==> config.mk <==
export PLATFORM = sky130hd
export DESIGN_NAME = dual_conv_port
export DESIGN_NICKNAME = d
export VERILOG_FILES = /design/src/rtl/dcp_pkg.sv /design/src/rtl/dcp_decode.sv /design/src/rtl/dcp_start_ctrl.sv /design/src/rtl/dcp_rd_mux.sv /design/src/rtl/dual_conv_port.sv
export SDC_FILE = /design/constraint.sdc
export NUM_CORES = 1
export LEC_CHECK = 0
export ABC_AREA = 1
export ABC_CLOCK_PERIOD_IN_PS = 1700
export BUFFER_PORTS_ARGS = -buffer_cell sky130_fd_sc_hd__buf_2
export CORE_ASPECT_RATIO = 0.9
export CORE_MARGIN = 3
export CORE_UTILIZATION = 37
export CTS_CLUSTER_SIZE = 12
export DETAILED_ROUTE_END_ITERATION = 7
export PLACE_DENSITY = 0.82
export SYNTH_ARGS = -nofsm -noshare
export SYNTH_HDL_FRONTEND = slang
export SYNTH_SLANG_ARGS = --single-unit
==> constraint.sdc <==
create_clock -name clk -period 1.7 [get_ports clk]
set_input_delay 0.34 -clock clk [delete_from_list [all_inputs] [get_ports clk]]
set_output_delay 0.34 -clock clk [all_outputs]
set_load 0.005 [all_outputs]
==> src/rtl/dcp_pkg.sv <==
package dcp_pkg;
  // Each converter occupies a data/start port followed by a status port.
  localparam int unsigned PORTS_PER_CONV = 2;

  // Offset bit 0 tells the two port kinds apart.
  typedef enum logic {
    PORT_DATA   = 1'b0,
    PORT_STATUS = 1'b1
  } port_kind_e;
endpackage

==> src/rtl/dcp_decode.sv <==
module dcp_decode
  import dcp_pkg::*;
#(
  parameter int unsigned ADDR_W   = 16,
  parameter int unsigned SEL_W    = 2,
  parameter int unsigned NUM_CONV = 2,
  parameter logic [ADDR_W-1:0] REGION_BASE = 16'h0300
) (
  input  logic [ADDR_W-1:0]   io_addr,
  input  logic                io_rd_n,
  input  logic                io_wr_n,
  input  logic [SEL_W-1:0]    base_sel,
  output logic [NUM_CONV-1:0] rd_data_sel,
  output logic [NUM_CONV-1:0] rd_stat_sel,
  output logic [NUM_CONV-1:0] wr_data_sel
);
  localparam int unsigned WIN_W = $clog2(PORTS_PER_CONV * NUM_CONV);
  localparam int unsigned TAG_W = ADDR_W - WIN_W;

  logic [TAG_W-1:0] tag_exp;
  logic             win_hit;
  logic [WIN_W-1:0] offset;

  // The switch value moves the window in steps of one window size.
  assign tag_exp = REGION_BASE[ADDR_W-1:WIN_W] + TAG_W'(base_sel);
  assign win_hit = (io_addr[ADDR_W-1:WIN_W] == tag_exp);
  assign offset  = io_addr[WIN_W-1:0];

  for (genvar i = 0; i < NUM_CONV; i++) begin : g_port
    logic data_hit;
    logic stat_hit;
    assign data_hit = win_hit &&
                      (offset == WIN_W'(PORTS_PER_CONV * i + int'(PORT_DATA)));
    assign stat_hit = win_hit &&
                      (offset == WIN_W'(PORTS_PER_CONV * i + int'(PORT_STATUS)));
    assign rd_data_sel[i] = data_hit && !io_rd_n;
    assign rd_stat_sel[i] = stat_hit && !io_rd_n;
    assign wr_data_sel[i] = data_hit && !io_wr_n;
  end
endmodule

==> src/rtl/dcp_start_ctrl.sv <==
module dcp_start_ctrl (
  input  logic clk,
  input  logic rst_n,
  input  logic wr_sel,
  input  logic io_wr_n,
  input  logic eoc,
  output logic start,
  output logic busy
);
  logic pend_q, pend_d;
  logic start_q, start_d;
  logic busy_q, busy_d, busy_en;

  always_comb begin
    // Remember a selected write while the strobe is low.
    pend_d  = wr_sel;
    // Pulse once the strobe has gone back high.
    start_d = pend_q && io_wr_n;
    // A start sets the flag and wins over end-of-conversion.
    busy_en = start_q || eoc;
    busy_d  = start_q;
  end

  always_ff @(posedge clk or negedge rst_n) begin
    if (!rst_n) begin
      pend_q  <= 1'b0;
      start_q <= 1'b0;
      busy_q  <= 1'b0;
    end else begin
      pend_q  <= pend_d;
      start_q <= start_d;
      if (busy_en) begin
        busy_q <= busy_d;
      end
    end
  end

  assign start = start_q;
  assign busy  = busy_q;
endmodule

==> src/rtl/dcp_rd_mux.sv <==
module dcp_rd_mux #(
  parameter int unsigned DATA_W   = 8,
  parameter int unsigned NUM_CONV = 2
) (
  input  logic [NUM_CONV-1:0]        rd_data_sel,
  input  logic [NUM_CONV-1:0]        rd_stat_sel,
  input  logic [NUM_CONV*DATA_W-1:0] conv_data,
  input  logic [NUM_CONV-1:0]        busy,
  output logic [DATA_W-1:0]          rd_data
);
  // Selects are mutually exclusive, so an OR of gated terms suffices.
  always_comb begin
    rd_data = '0;
    for (int i = 0; i < NUM_CONV; i++) begin
      if (rd_data_sel[i]) begin
        rd_data = rd_data | conv_data[i*DATA_W +: DATA_W];
      end
      if (rd_stat_sel[i]) begin
        rd_data = rd_data | {{(DATA_W-1){1'b0}}, busy[i]};
      end
    end
  end
endmodule

==> src/rtl/dual_conv_port.sv <==
module dual_conv_port #(
  parameter int unsigned ADDR_W   = 16,
  parameter int unsigned DATA_W   = 8,
  parameter int unsigned SEL_W    = 2,
  parameter int unsigned NUM_CONV = 2,
  parameter logic [ADDR_W-1:0] REGION_BASE = 16'h0300
) (
  input  logic                        clk,
  input  logic                        rst_n,
  input  logic [ADDR_W-1:0]           io_addr,
  input  logic                        io_rd_n,
  input  logic                        io_wr_n,
  input  logic [SEL_W-1:0]            base_sel,
  input  logic [NUM_CONV*DATA_W-1:0]  conv_data,
  input  logic [NUM_CONV-1:0]         conv_eoc,
  output logic [NUM_CONV-1:0]         conv_start,
  output logic [NUM_CONV-1:0]         conv_rden,
  output logic [DATA_W-1:0]           rd_data,
  output logic                        rd_oe
);
  logic                rst_meta_q;
  logic                rst_core_n;
  logic [NUM_CONV-1:0] rd_data_sel;
  logic [NUM_CONV-1:0] rd_stat_sel;
  logic [NUM_CONV-1:0] wr_data_sel;
  logic [NUM_CONV-1:0] busy_vec;

  // Reset asserts at once and releases on the second clock edge.
  always_ff @(posedge clk or negedge rst_n) begin
    if (!rst_n) begin
      rst_meta_q <= 1'b0;
      rst_core_n <= 1'b0;
    end else begin
      rst_meta_q <= 1'b1;
      rst_core_n <= rst_meta_q;
    end
  end

  dcp_decode #(
    .ADDR_W     (ADDR_W),
    .SEL_W      (SEL_W),
    .NUM_CONV   (NUM_CONV),
    .REGION_BASE(REGION_BASE)
  ) u_decode (
    .io_addr    (io_addr),
    .io_rd_n    (io_rd_n),
    .io_wr_n    (io_wr_n),
    .base_sel   (base_sel),
    .rd_data_sel(rd_data_sel),
    .rd_stat_sel(rd_stat_sel),
    .wr_data_sel(wr_data_sel)
  );

  for (genvar i = 0; i < NUM_CONV; i++) begin : g_conv
    dcp_start_ctrl u_start (
      .clk    (clk),
      .rst_n  (rst_core_n),
      .wr_sel (wr_data_sel[i]),
      .io_wr_n(io_wr_n),
      .eoc    (conv_eoc[i]),
      .start  (conv_start[i]),
      .busy   (busy_vec[i])
    );
  end

  dcp_rd_mux #(
    .DATA_W  (DATA_W),
    .NUM_CONV(NUM_CONV)
  ) u_rd_mux (
    .rd_data_sel(rd_data_sel),
    .rd_stat_sel(rd_stat_sel),
    .conv_data  (conv_data),
    .busy       (busy_vec),
    .rd_data    (rd_data)
  );

  assign conv_rden = rd_data_sel;
  assign rd_oe     = |{rd_data_sel, rd_stat_sel};
endmodule

==> summary.md <==
| Metric | Value |
|---|---|
| DP HPWL | 1.388 mm |
| Drc violations | 0 |
| Met2 track demand over resource | 0.3077 |
| Top cell type by total area after synthesis | dfrtp_1 |
| CTS Buffer Depth | 2 |
| Antenna violations before repair | 0 |
| Syn Area/Cell | 7.524 sq um |
| Post-synthesis mux area share | 0 |
| Area delta synth->final | 66.29% |
| Drt initial violations | 17 |
| Post-route setup slack | 38.73 ps |
| HP Class | reg2async |
| IO buf count | 52 |
| H-tree depth | 1 |
| Top cell type's share of synthesized area | 0.3645 |
| Core area | 1306 sq um |
| Proportion of layout cells with a drive suffix above 1 | 0.5308 |
| CTS tree | built |
| Initial Util | 0.4205 |
| Die Width | 46.62 microns |
| Pwr Total | 0.0004378 W |
| Top_reg_cell synth | dfrtp_1 |
| Seq. cell area | 200.2 sq um |
| RSZ-0062 raised after global routing | true |
| Highest clock rate | 601.9 MHz |
| Synthesized instance count | 73 |
| Cell count of the worst reg-to-reg path | 1 |
| CP Capture Type | output pin |
| Run status | complete, no violations |
| Pre-CTS setup slack | -19.90 ps |
| Pint | 0.0003229 W |
| Vias in the first global route | 643 |
| Total nets after synthesis | 113 |
| FFs w/ async S/R, synth | 1.000 |
| TNS Setup | 0 ps |
| Post-synth EDFFs | 0 |
| Synth cell count leaders | nand2_1 (16), nand4_1 (14), inv_1 (9) |
| Pwr/cell area | 479.3 nW/um^2 |
| Xor/xnor share of the synthesized area | 0.03189 |
| Count leader, synth | nand2_1 |
| FP Rows | 12 |
| Leak | 0.5408 nW |
| CTS clk-pin slew, worst paths | 60 ps |
| Clock share of power | 0.347 |
| Psw | 0.0001148 W |
| GR met1 Demand/Resource | 0.2005 |
| Synth area leaders | dfrtp_1 (36%), nand4_1 (16%), nand2_1 (11%) |
| Largest family of logic cells by synthesized area | simple AND/OR/NAND/NOR gates |
| Period utilization | 0.9772 |
| YS warnings | 0 |
| Power share of the sequential group | 0.448 |
| Nets | 172 |
| Post-Synth Simple-Gate Area | 0.4123 |
| Combinational Power Share | 0.205 |
| GR met3 Demand/Resource | 0.01288 |
| Slew Viols, Final | 0 |
| Synth Area in Adders | 0 |
| First-pass GRT wire length | 2.553 mm |
| Seq/Total Area, Yosys | 0.3645 |
| Worst vdd rail ir drop | 0.3538 mV |
| Post-Syn Area | 549.3 sq um |
| Sw frac | 0.2623 |
| GRT busiest layer | met2 |
| Crit path DAT | 1320 ps |
| Endpoints failing hold | 0 |
| Area of the multi-input gates | 302.8 sq um |
| Setup Crit Path Kind | in2out |
| Setup violators final | 0 |
| Largest net degree at the start of global routing | 14 |
| Final wirelength | 1.733 mm |
| DR WL/cell | 12.03 microns |
| CP startpoint | io_addr[4] |
| Number of vias in the routed layout | 699 |
| Ant diodes | 0 |
| Crit path max fanout | 7 |
| Compound-Gate Fraction of Synth Area | 0.06150 |
| # fillers | 118 |
| Num CTS Buffers | 3 |
| Total grt overflow | 0 |
| Worst setup SP type | input pin |
| Die area | 1983 sq um |
| Clock Latency Late Sink | 260 ps |
| Die Span Y | 42.55 microns |
| Vias per cell | 4.854 |
| Gr usage total | 0.1738 |
| GPL Wtd Cong | 0.7192 |
| Worst Path Required | 1360 ps |
| Yosys cell types | 19 |
| I/O pins | 53 |
| Clock root cell | clkbuf_4 |
| Max-cap violation count | 0 |
| Hold WS | 89.48 ps |
| Clk_skew | 11.51 ps |
| Flops & latches, synth | 8 |
| Min cycle time layout | 1661 ps |
| R2r startpoint | g_conv[0].u_start.start |
| CTS Sinks | 8 |
| ANT nets after route | 0 |
| TritonRoute pass-1 iters | 4 |
-- worst paths after layout --
path / slack [ps] / to
setup / recovery: 40 / rd_data[6]
hold / removal: 90 / g_conv[0].u_start.start
setup reg to reg: 1060 / g_conv[0].u_start.busy
hold reg to reg: 90 / g_conv[0].u_start.start
max in group asynchronous: 1210 / rst_core_n
min in group clk: 270 / g_conv[0].u_start.busy
-- registers in the layout, summed over array words and instances, names as in the netlist --
signal                 flops
g_conv.u_start.start       2
rst_core_n                 1
rst_meta_q                 1
g_conv.u_start.busy        2
g_conv.u_start.pend_q      2
-- critical path, cell delays in order --
cell and delay, ps:
buf_2 100, nor2_2 100, nand2_2 50, nor2_2 100, nand2_2 70, nor2_4 140
buf_6 140, nand4_1 80, nand2_1 80, buf_2 110
-- timing repair --
item                                    CTS  global route
cloned                                    0             0
pin swaps                                 4             9
hold buffers                              1             0
resized for setup                         1             8
hold endpoints to repair                  2             0
buffers inserted                          1             0
endpoints found under the setup margin    1            10
-- logic make-up (layout without fill, tap and decap cells) --
family	after synthesis	after routing
and+or+nand+nor	44	44
other	1	1
AOI/OAI and AO/OA	5	5
DFF	8	8
xor gates and xnor gates	2	2
buffers and inverters	13	70
-- cell type report --
class	instances	share of cell area
well taps	14	0.01918
inverters	9	0.03699
flip-flops and latches	8	0.2192
repair buffers	58	0.3685
multi-input cells	52	0.3315
clock buffers	3	0.02466
-- through the flow --
stage               instance area [sq um]  utilization  instances
finish                              913.4       0.6992        144
global route                        913.4       0.6992        144
CTS                                 879.6       0.6734        144
detailed placement                  835.8       0.6398        139
global placement                    835.8       0.6398        139
floorplan                           549.3            -         73
-- power groups by stage --
stage / Clock, W / Sequential, W / Combinational, W
4_1_cts: 0.000156 / 0.000196 / 0.0000801
5_1_grt: 0.000163 / 0.000197 / 0.0000983
6_report: 0.000152 / 0.000196 / 0.0000899
3_3_place_gp: 0 / 0.000199 / 0.0000753
2_1_floorplan: 0 / 0.000199 / 0.0000241
3_5_place_dp: 0 / 0.000200 / 0.0000780
-- layer usage --
metal	up-vias	wire length (microns)	share of wire
met1	300	645	0.37
met3	0	153	0.088
li1	358	-	-
met4	0	0	0
met5	-	0	0
met2	41	933	0.54
-- layout by cell type, fill, tap and decap left out --
cell type and count:
nand4_1 14, inv_1 9, a21oi_1 1, dfrtp_1 8
nor2_4 2, o21ai_0 1, nor2_2 3, o21bai_1 2
nor3_4 1, nand2_1 14, buf_6 3, buf_12 1
a22o_1 1, buf_2 50, dlygate4sd3_1 1, nor2_1 5
buf_4 3, xnor2_1 2, conb_1 1, nor4_1 2
nand2_2 3, clkbuf_4 3
(Power assumes the default switching activity.)
